$ cat config.mk
export PLATFORM = sky130hd
export DESIGN_NAME = mac_slice
export DESIGN_NICKNAME = d
export VERILOG_FILES = /design/src/rtl/mac_slice_pkg.sv /design/src/rtl/mac_pipe.sv /design/src/rtl/mac_mult.sv /design/src/rtl/mac_alu.sv /design/src/rtl/mac_slice.sv
export SDC_FILE = /design/constraint.sdc
export NUM_CORES = 2
export LEC_CHECK = 0
export ABC_AREA = 1
export BUFFER_PORTS_ARGS = -buffer_cell sky130_fd_sc_hd__buf_2
export CAP_MARGIN = 30
export CORE_UTILIZATION = 65
export CTS_CLUSTER_SIZE = 30
export DETAILED_ROUTE_END_ITERATION = 10
export PLACE_DENSITY_LB_ADDON = 0.3
export SLEW_MARGIN = 10
export SYNTH_ARGS = -nofsm -noshare
export SYNTH_HDL_FRONTEND = slang
export SYNTH_SLANG_ARGS = --single-unit
$ cat constraint.sdc
create_clock -name clk -period 17.7 [get_ports clk]
set_clock_uncertainty 0.05 [all_clocks]
set_input_delay 0 -clock clk [delete_from_list [all_inputs] [get_ports clk]]
set_output_delay 0 -clock clk [all_outputs]
set_load 0.05 [all_outputs]
$ cat src/rtl/mac_slice_pkg.sv
package mac_slice_pkg;

  typedef enum logic [1:0] {
    XS_ZERO = 2'd0,
    XS_PROD = 2'd1,
    XS_PFB  = 2'd2,
    XS_NONE = 2'd3
  } x_sel_e;

  typedef enum logic [1:0] {
    YS_ZERO = 2'd0,
    YS_C    = 2'd1,
    YS_NA   = 2'd2,
    YS_NB   = 2'd3
  } y_sel_e;

  typedef enum logic [2:0] {
    ZS_ZERO    = 3'd0,
    ZS_PCIN    = 3'd1,
    ZS_PFB     = 3'd2,
    ZS_C       = 3'd3,
    ZS_PCIN_SH = 3'd4,
    ZS_PFB_SH  = 3'd5,
    ZS_NA      = 3'd6,
    ZS_NB      = 3'd7
  } z_sel_e;

  typedef struct packed {
    z_sel_e zsel;
    y_sel_e ysel;
    x_sel_e xsel;
    logic   sub;
    logic   cin;
    logic   rnd;
  } ctrl_t;

  localparam int CTRL_W = $bits(ctrl_t);

endpackage

$ cat src/rtl/mac_pipe.sv
module mac_pipe #(
  parameter int W  = 1,
  parameter bit EN = 1'b1
) (
  input  logic         clk,
  input  logic         rst_n,
  input  logic         srst,
  input  logic         ce,
  input  logic [W-1:0] d,
  output logic [W-1:0] q
);

  generate
    if (EN) begin : g_reg
      logic [W-1:0] q_r;
      logic [W-1:0] q_nxt;

      always_comb begin
        q_nxt = q_r;
        if (srst)    q_nxt = '0;
        else if (ce) q_nxt = d;
      end

      always_ff @(posedge clk or negedge rst_n) begin
        if (!rst_n) q_r <= '0;
        else        q_r <= q_nxt;
      end

      assign q = q_r;
    end else begin : g_wire
      assign q = d;
    end
  endgenerate

endmodule

$ cat src/rtl/mac_mult.sv
module mac_mult
  import mac_slice_pkg::*;
#(
  parameter int AW   = 18,
  parameter int BW   = 18,
  parameter int PW   = 48,
  parameter bit AREG = 1'b1,
  parameter bit MREG = 1'b1,
  localparam int MW  = AW + BW
) (
  input  logic          clk,
  input  logic          rst_n,
  input  logic          ce_data,
  input  logic          ce_ctrl,
  input  logic          rst_data,
  input  logic          rst_ctrl,
  input  logic [AW-1:0] a,
  input  logic [BW-1:0] b,
  input  logic [PW-1:0] c,
  input  ctrl_t         ctrl,
  output logic [BW-1:0] b_q,
  output logic [MW-1:0] prod_m,
  output logic [PW-1:0] c_m,
  output ctrl_t         ctrl_m
);

  logic [AW-1:0]        a_q;
  logic [PW-1:0]        c_q;
  ctrl_t                ctrl_q;
  logic signed [MW-1:0] prod;

  mac_pipe #(.W(AW), .EN(AREG)) u_areg (
    .clk(clk), .rst_n(rst_n), .srst(rst_data), .ce(ce_data), .d(a), .q(a_q));
  mac_pipe #(.W(BW), .EN(AREG)) u_breg (
    .clk(clk), .rst_n(rst_n), .srst(rst_data), .ce(ce_data), .d(b), .q(b_q));
  mac_pipe #(.W(PW), .EN(AREG)) u_creg (
    .clk(clk), .rst_n(rst_n), .srst(rst_data), .ce(ce_data), .d(c), .q(c_q));
  mac_pipe #(.W(CTRL_W), .EN(AREG)) u_ctl1 (
    .clk(clk), .rst_n(rst_n), .srst(rst_ctrl), .ce(ce_ctrl), .d(ctrl), .q(ctrl_q));

  always_comb begin
    prod = $signed(a_q) * $signed(b_q);
  end

  mac_pipe #(.W(MW), .EN(MREG)) u_mreg (
    .clk(clk), .rst_n(rst_n), .srst(rst_data), .ce(ce_data), .d(prod), .q(prod_m));
  mac_pipe #(.W(PW), .EN(MREG)) u_creg2 (
    .clk(clk), .rst_n(rst_n), .srst(rst_data), .ce(ce_data), .d(c_q), .q(c_m));
  mac_pipe #(.W(CTRL_W), .EN(MREG)) u_ctl2 (
    .clk(clk), .rst_n(rst_n), .srst(rst_ctrl), .ce(ce_ctrl), .d(ctrl_q), .q(ctrl_m));

endmodule

$ cat src/rtl/mac_alu.sv
module mac_alu
  import mac_slice_pkg::*;
#(
  parameter int PW    = 48,
  parameter int MW    = 36,
  parameter int SHIFT = 17,
  parameter bit PREG  = 1'b1
) (
  input  logic          clk,
  input  logic          rst_n,
  input  logic          ce_data,
  input  logic          rst_data,
  input  logic [MW-1:0] prod,
  input  logic [PW-1:0] c,
  input  ctrl_t         ctrl,
  input  logic [PW-1:0] pcin,
  output logic [PW-1:0] p
);

  logic [PW-1:0]        p_fb;
  logic [PW-1:0]        prod_ext;
  logic signed [PW-1:0] pcin_s;
  logic signed [PW-1:0] pfb_s;
  logic [PW-1:0]        x_op;
  logic [PW-1:0]        y_op;
  logic [PW-1:0]        z_op;
  logic                 cin_eff;
  logic [PW-1:0]        sum_xy;
  logic [PW-1:0]        result;

  generate
    if (PREG) begin : g_fb
      assign p_fb = p;
    end else begin : g_nofb
      assign p_fb = '0;
    end
  endgenerate

  always_comb begin
    prod_ext = {{(PW-MW){prod[MW-1]}}, prod};
    pcin_s   = pcin;
    pfb_s    = p_fb;

    unique case (ctrl.xsel)
      XS_PROD: x_op = prod_ext;
      XS_PFB:  x_op = p_fb;
      default: x_op = '0;
    endcase

    y_op = (ctrl.ysel == YS_C) ? c : '0;

    unique case (ctrl.zsel)
      ZS_PCIN:    z_op = pcin;
      ZS_PFB:     z_op = p_fb;
      ZS_C:       z_op = c;
      ZS_PCIN_SH: z_op = pcin_s >>> SHIFT;
      ZS_PFB_SH:  z_op = pfb_s >>> SHIFT;
      default:    z_op = '0;
    endcase

    cin_eff = ctrl.rnd ? ~prod[MW-1] : ctrl.cin;
    sum_xy  = x_op + y_op + {{(PW-1){1'b0}}, cin_eff};
    result  = ctrl.sub ? (z_op - sum_xy) : (z_op + sum_xy);
  end

  mac_pipe #(.W(PW), .EN(PREG)) u_preg (
    .clk(clk), .rst_n(rst_n), .srst(rst_data), .ce(ce_data), .d(result), .q(p));

endmodule

$ cat src/rtl/mac_slice.sv
module mac_slice
  import mac_slice_pkg::*;
#(
  parameter int AW    = 18,
  parameter int BW    = 18,
  parameter int PW    = 48,
  parameter int SHIFT = 17,
  parameter bit AREG  = 1'b1,
  parameter bit MREG  = 1'b1,
  parameter bit PREG  = 1'b1,
  localparam int MW   = AW + BW
) (
  input  logic          clk,
  input  logic          rst_n,
  input  logic          ce_data,
  input  logic          ce_ctrl,
  input  logic          rst_data,
  input  logic          rst_ctrl,
  input  logic [AW-1:0] a,
  input  logic [BW-1:0] b,
  input  logic [BW-1:0] bcin,
  input  logic          b_sel,
  input  logic [PW-1:0] c,
  input  logic [6:0]    opmode,
  input  logic          sub,
  input  logic          carry_in,
  input  logic          rnd_en,
  input  logic [PW-1:0] pcin,
  output logic [PW-1:0] p,
  output logic [PW-1:0] pcout,
  output logic [BW-1:0] bcout
);

  logic [1:0]    rs_q;
  logic [1:0]    rs_nxt;
  logic          core_rst_n;
  logic [BW-1:0] b_in;
  ctrl_t         ctrl_in;
  logic [MW-1:0] prod_m;
  logic [PW-1:0] c_m;
  ctrl_t         ctrl_m;

  always_comb begin
    rs_nxt = {rs_q[0], 1'b1};
  end

  always_ff @(posedge clk or negedge rst_n) begin
    if (!rst_n) rs_q <= '0;
    else        rs_q <= rs_nxt;
  end

  assign core_rst_n = rs_q[1];

  always_comb begin
    b_in         = b_sel ? bcin : b;
    ctrl_in.zsel = z_sel_e'(opmode[6:4]);
    ctrl_in.ysel = y_sel_e'(opmode[3:2]);
    ctrl_in.xsel = x_sel_e'(opmode[1:0]);
    ctrl_in.sub  = sub;
    ctrl_in.cin  = carry_in;
    ctrl_in.rnd  = rnd_en;
  end

  mac_mult #(
    .AW(AW), .BW(BW), .PW(PW), .AREG(AREG), .MREG(MREG)
  ) u_mult (
    .clk(clk), .rst_n(core_rst_n), .ce_data(ce_data), .ce_ctrl(ce_ctrl),
    .rst_data(rst_data), .rst_ctrl(rst_ctrl),
    .a(a), .b(b_in), .c(c), .ctrl(ctrl_in),
    .b_q(bcout), .prod_m(prod_m), .c_m(c_m), .ctrl_m(ctrl_m)
  );

  mac_alu #(
    .PW(PW), .MW(MW), .SHIFT(SHIFT), .PREG(PREG)
  ) u_alu (
    .clk(clk), .rst_n(core_rst_n), .ce_data(ce_data), .rst_data(rst_data),
    .prod(prod_m), .c(c_m), .ctrl(ctrl_m), .pcin(pcin), .p(p)
  );

  assign pcout = p;

endmodule

After elaboration in Yosys (flattened, before gate mapping)
Cells that the tools add are included.

cells by class
  bitwise gates (word level) = 1
  multipliers = 1
  reduce and logical (&&, ||, !) cells = 2
  eq/ne operators = 8
  $add $sub $neg = 4
  multiplexer cells = 22

operator list
  operator                                             count
  2-to-1 mux 48 bit                                    8
  one-hot mux 48 bit (5 select lines)                  1
  adder 48 bit                                         2
  one-hot mux 48 bit (2 select lines)                  1
  2-to-1 mux 18 bit                                    5
  2-to-1 mux 36 bit                                    2
  adder 48 x 1 -> 48 bit                               1
  subtractor 48 bit                                    1
  2-to-1 mux 10 bit                                    4
  multiplier 18 x 18 -> 36 bit                         1
  equality test 3 x 2 -> 1 bit, second input constant  2
  equality test 3 bit, second input constant           2
  equality test 2 x 1 -> 1 bit, second input constant  2
  nonzero test 2 bit                                   2
  equality test 3 x 1 -> 1 bit, second input constant  1
  equality test 2 bit, second input constant           1
  2-to-1 mux 1 bit                                     1
  NOT 1 bit                                            1

word-level totals
  input bits = 167
  output and inout port bits = 114
  register bits = 238

Logic depth before layout (Yosys ltp)
  depth in word-level cells = 8
  depth in mapped cells = 41

Cells and area by module
From an unflattened synthesis, not the netlist that was laid out.

unflattened totals
  cell total of the unflattened synthesis = 5105
  area, all modules = 34282.9 um^2

by module, submodules not included
  module                         times used  cells an instance  area each (um^2)
  mac_mult                       1           1785               13202.7
  mac_alu                        1           2186               10871.7
  mac_pipe at u_alu.u_preg ...   3           209                1904.3
  mac_pipe at u_mult.u_mreg      1           156                1526.5
  mac_pipe at u_mult.u_areg ...  2           78                 745.7
  mac_pipe at u_mult.u_ctl1 ...  2           43                 401.6
  mac_slice                      1           109                674.4

Worst setup path after synthesis
Ideal clock, no wire load.

  path kind = flip-flop to flip-flop
  start point = register u_mult.u_breg.g_reg.q_r[3] (netlist: u_mult.u_breg.q[3])
  end point = register u_mult.u_mreg.g_reg.q_r[31] (netlist: u_mult.u_mreg.q[31])
  arrival time = 6.046 ns
  setup slack = 11.521 ns
  buffers on the path = 2
  data required time = 17.567 ns
  library setup time = 0.083 ns
  cell stages (with the launch flop) = 30
  cells stage by stage = dfrtp_1 -> clkbuf_1 -> buf_1 -> nand2_1 -> fa_1 -> inv_1 -> fa_1 -> inv_1 -> fa_1 -> inv_1 -> fa_1 -> inv_1 -> fa_1 -> inv_1 -> fa_1 -> ha_1 -> a21oi_1 -> inv_1 -> a31oi_1 -> a21boi_0 -> inv_1 -> nand2_1 -> nand2_1 -> nand2_1 -> o21ai_0 -> nand2_1 -> nand2_1 -> nand2_1 -> nand2_1 -> o21ai_0

on the way
  longest elaborated chain between the ends = 3

RTL lines
  element                       RTL line        text
  from (decl)                   mac_pipe.sv:15  logic [W-1:0] q_r;
  from (signal assigned)        mac_pipe.sv:26  else q_r <= q_nxt;
  multiplier 18 x 18 -> 36 bit  mac_mult.sv:42  prod = $signed(a_q) * $signed(b_q);
  2-to-1 mux 36 bit             mac_pipe.sv:21  else if (ce) q_nxt = d;
  2-to-1 mux 36 bit             mac_pipe.sv:20  if (srst) q_nxt = '0;
  to (signal assigned)          mac_pipe.sv:26
  to (decl)                     mac_pipe.sv:15

No other way between the ends. The select of a mux whose other input is x is not followed.
A chain may end at the register's enable or synchronous reset.

Final worst setup path
  start point = register u_mult.u_breg.g_reg.q_r[7] (netlist: u_mult.u_breg.q[7])
  end point = register u_mult.u_mreg.g_reg.q_r[20] (netlist: u_mult.u_mreg.q[20])

Same word-level chain as after synthesis.

==> flow_metrics.tcl <==
set metrics [dict create \
    hold_end "u_alu.u_preg.q[1]$_DFFE_PN0P_" \
    synth.avg_cell_area_um2 7.03 \
    hold_depth 6 \
    synth_flop_cell "dfrtp_1" \
    hold_class "in -> reg" \
    num_rows 80 \
    maxCapViolations 0 \
    syn_inst 4508 \
    first_pass_iters 7 \
    p_leak_nw 19.0 \
    gp_congestion 1.07 \
    r2r-start "u_mult.u_breg.q[7]$_DFFE_PN0P_" \
    period_needed_ns 6.97 \
    dr.first_iter.drc_count 3730 \
    die_h_um 223 \
    grt_pass1_wl_mm 181 \
    tightest_slew_ns 1.03 \
    worstPathRequired_ns 18.20 \
    synth.distinct_cells 58 \
    rsz0062_at_grt "no" \
    critPathLaunchType "flip-flop" \
    ctsHoldBuffers 156 \
    fin_crit_sh_pct 39.4 \
    hpwlAfterDp_mm 83.9 \
    max-slew-margin-rel_pct 31.4 \
    clk_path_buf_depth 3 \
    cp_slowest_cell "dfrtp_1" \
    synthArstFlopShare_pct 100 \
    power_density_nw_per_um2 72.9 \
    cts.sinks 238 \
    vdd_drop_max_mv 0.0889 \
    root_buffer "clkbuf_16" \
    core_area_um2 47900 \
    r2r_cells 21 \
    cts_buffers 29 \
    route.met2.wl_mm 53.0 \
    grt_max_degree 81 \
    crit_family "adder cells" \
    final_nets 5487 \
    met1_length_mm 42.0 \
    antenna_left 0 \
    grt_usage_pct 47.6 \
    critical_path.max_stage_delay_ns 1.03 \
    final.setup.tns_ns 0 \
    cts.clk_slew.worst_paths_ns 0.08 \
    endpoint_kind "flip-flop" \
    worstPathCellList "nand2_1 > fa_1 > inv_1 > fa_1 > inv_1 > fa_1 > inv_1 > fa_1 > inv_1 > fa_1 > inv_1 > fa_1 > ha_1 > nand2_1 > nor2_1 > inv_1 > o21bai_1 > a21oi_1 > xor2_1 > o31ai_1 > dlygate4sd3_1" \
    fillers 3565 \
    pre_cts_ws_ns 11.24 \
    dieWidth_um 223 \
    wl_met3_mm 13.5 \
    ff2ff_setup_slack_ns 10.73 \
    synth_seq_area_share_pct 18.8 \
    crit_type "reg -> reg" \
    wl_per_cell_um 21.7 \
    critical_path_buf_inv_count 7 \
    route.vias.total 32600 \
    clk_latency_ns 0.63 \
    area_delta_synth_final_pct 13.1 \
    io_pins 281 \
    vias_per_cell 5.98 \
    drive_above_1_share_pct 9.60 \
    port_buffers 280 \
    syn-num-nets 5196 \
    syn_area_um2 31700 \
    yosys_warnings 0 \
    antenna_found_initial 8 \
    initial_core_util_pct 66.1 \
    cts_setup_buffers 0 \
    synth_enable_flop_cells 0 \
    grt_pass1_vias 33000 \
    status "completed" \
    cp_max_fo 20 \
    slew_violations 0 \
    layout_commonest_cell "nand2_1" \
    top_layer_used "met4" \
    dieArea_um2 49600 \
    min_from "pcin[1]" \
    crit_start "u_mult.u_breg.q[7]$_DFFE_PN0P_" \
    holdWs_ns 0.0309 \
    cts_tree "built" \
    fmax_mhz 144 \
    grt_overflow 0 \
    cts-htree-levels 1 \
    final_cell_mix "nand2_1 (1199), inv_1 (971), fa_1 (332)" \
    r2r_end "u_mult.u_mreg.q[20]$_DFFE_PN0P_" \
    drc_errors 0 \
    arrival_ns 7.47 \
    fin_ws_ns 10.73 \
    drt-total-wl_mm 118 \
    setup_viol_count_final 0 \
    synth_seq_cells 238 \
    cts_resized 0 \
    hold_violations 0 \
]
-- cell usage after synthesis, types with 6 or more instances --
cell       number  area share, %
a221oi_1       39            1.1
nand2_2        22           0.43
a21oi_1       221            3.5
nor2_2         20           0.39
nor2_1        310            3.7
o21bai_1       10           0.24
dfrtp_1       238             19
nand3b_1        6           0.14
nand4_1        34           0.67
inv_1         972             12
o22ai_1        99            2.0
o21ai_0       253            4.0
a21o_1          8           0.19
xor2_1         55            1.5
clkbuf_1      135            1.6
o31ai_1        30           0.71
buf_1          33           0.39
xnor2_2         6           0.31
buf_4          48            1.1
o21a_1         13           0.31
a31oi_1        13           0.26
xnor2_1        20           0.55
nand3_1        96            1.5
fa_1          332             21
a22o_1          6           0.17
inv_2          13           0.15
o2111ai_1       8           0.22
nand3_2         6           0.19
ha_1          189            7.5
nand2_1      1199             14
nor3_1         25           0.39
-- worst max-delay path by stage --
stage | depth (start not counted) | slack, ns | endpoint
after global routing | 26 | 10.47 | u_mult.u_mreg.q[27]$_DFFE_PN0P_
after CTS | 18 | 11.02 | u_mult.u_mreg.q[20]$_DFFE_PN0P_
after detailed placement | 32 | 11.24 | u_alu.u_preg.q[33]$_DFFE_PN0P_
after floorplan | 0 | 10.53 | u_alu.u_preg.q[0]$_DFFE_PN0P_
final | 21 | 10.73 | u_mult.u_mreg.q[20]$_DFFE_PN0P_
after global placement | 32 | 11.27 | u_alu.u_preg.q[33]$_DFFE_PN0P_
-- registers in the layout, indices dropped and copies added (netlist names) --
signal            flops
u_mult.u_areg.q      18
u_mult.u_creg.q      48
u_alu.u_preg.q       48
u_mult.u_mreg.q      36
u_mult.u_breg.q      18
rs_q                  2
u_mult.u_ctl1.q      10
u_mult.u_ctl2.q      10
u_mult.u_creg2.q     48
-- final cells by class --
cell class	instances	area, µm²	area share [%]
Tap cell	615	769	2.15
Sequential cell	238	5960	16.6
Multi-Input combinational cell	3065	21000	58.7
Antenna cell	8	20.0	0.0559
Clock buffer	33	761	2.12
Inverter	987	3710	10.3
Timing Repair Buffer	478	3380	9.43
Clock inverter	20	199	0.555
-- routing by layer --
metal | track usage (%) | vias to the layer above
met5 | 0 | -
met4 | 32.5 | 0
met3 | 10.7 | 693
met2 | 75.7 | 2301
met1 | 57.8 | 15200
li1 | - | 14400
-- report_power, final --
part	internal (mW)	total [mW]	switching (mW)
Clock	0.343	0.634	0.291
Combinational	0.390	1.27	0.879
Sequential	0.602	0.707	0.105
Total	1.34	2.61	1.28
-- worst reg2reg max path, cell delays in order, from the launching register on --
cell and delay [ns]:
dfrtp_1 1.03, nand2_1 0.17, fa_1 0.55, inv_1 0.05
fa_1 0.48, inv_1 0.05, fa_1 0.49, inv_1 0.06
fa_1 0.55, inv_1 0.06, fa_1 0.48, inv_1 0.05
fa_1 0.58, ha_1 0.45, nand2_1 0.13, nor2_1 0.24
inv_1 0.07, o21bai_1 0.25, a21oi_1 0.15, xor2_1 0.18
o31ai_1 0.19, dlygate4sd3_1 0.57
-- cell families (layout without fill, tap and decap cells) --
kind of cell,count (synthesis),in the layout,share of synthesized area (%)
xor+xnor,82,82,2.45
flops,238,238,18.8
other cells,1,9,0.0118
compound gates,726,726,13.3
fa+ha+maj,521,521,28.4
simple gates,1735,1735,22.1
buf+inv,1205,1518,14.9
-- per-stage QoR --
stage / total power, mW / std cells / utilization (%) / instance area (µm²)
2_1_floorplan: 1.56 / 4508 / - / 31700
3_3_place_gp: 1.87 / 5222 / 69.2 / 33200
3_5_place_dp: 1.89 / 5223 / 69.2 / 33200
4_1_cts: 2.54 / 5432 / 74.5 / 35700
5_1_grt: 2.74 / 5442 / 74.7 / 35800
6_report: 2.61 / 5444 / 74.8 / 35800
Power figures use the tool's default switching activity.
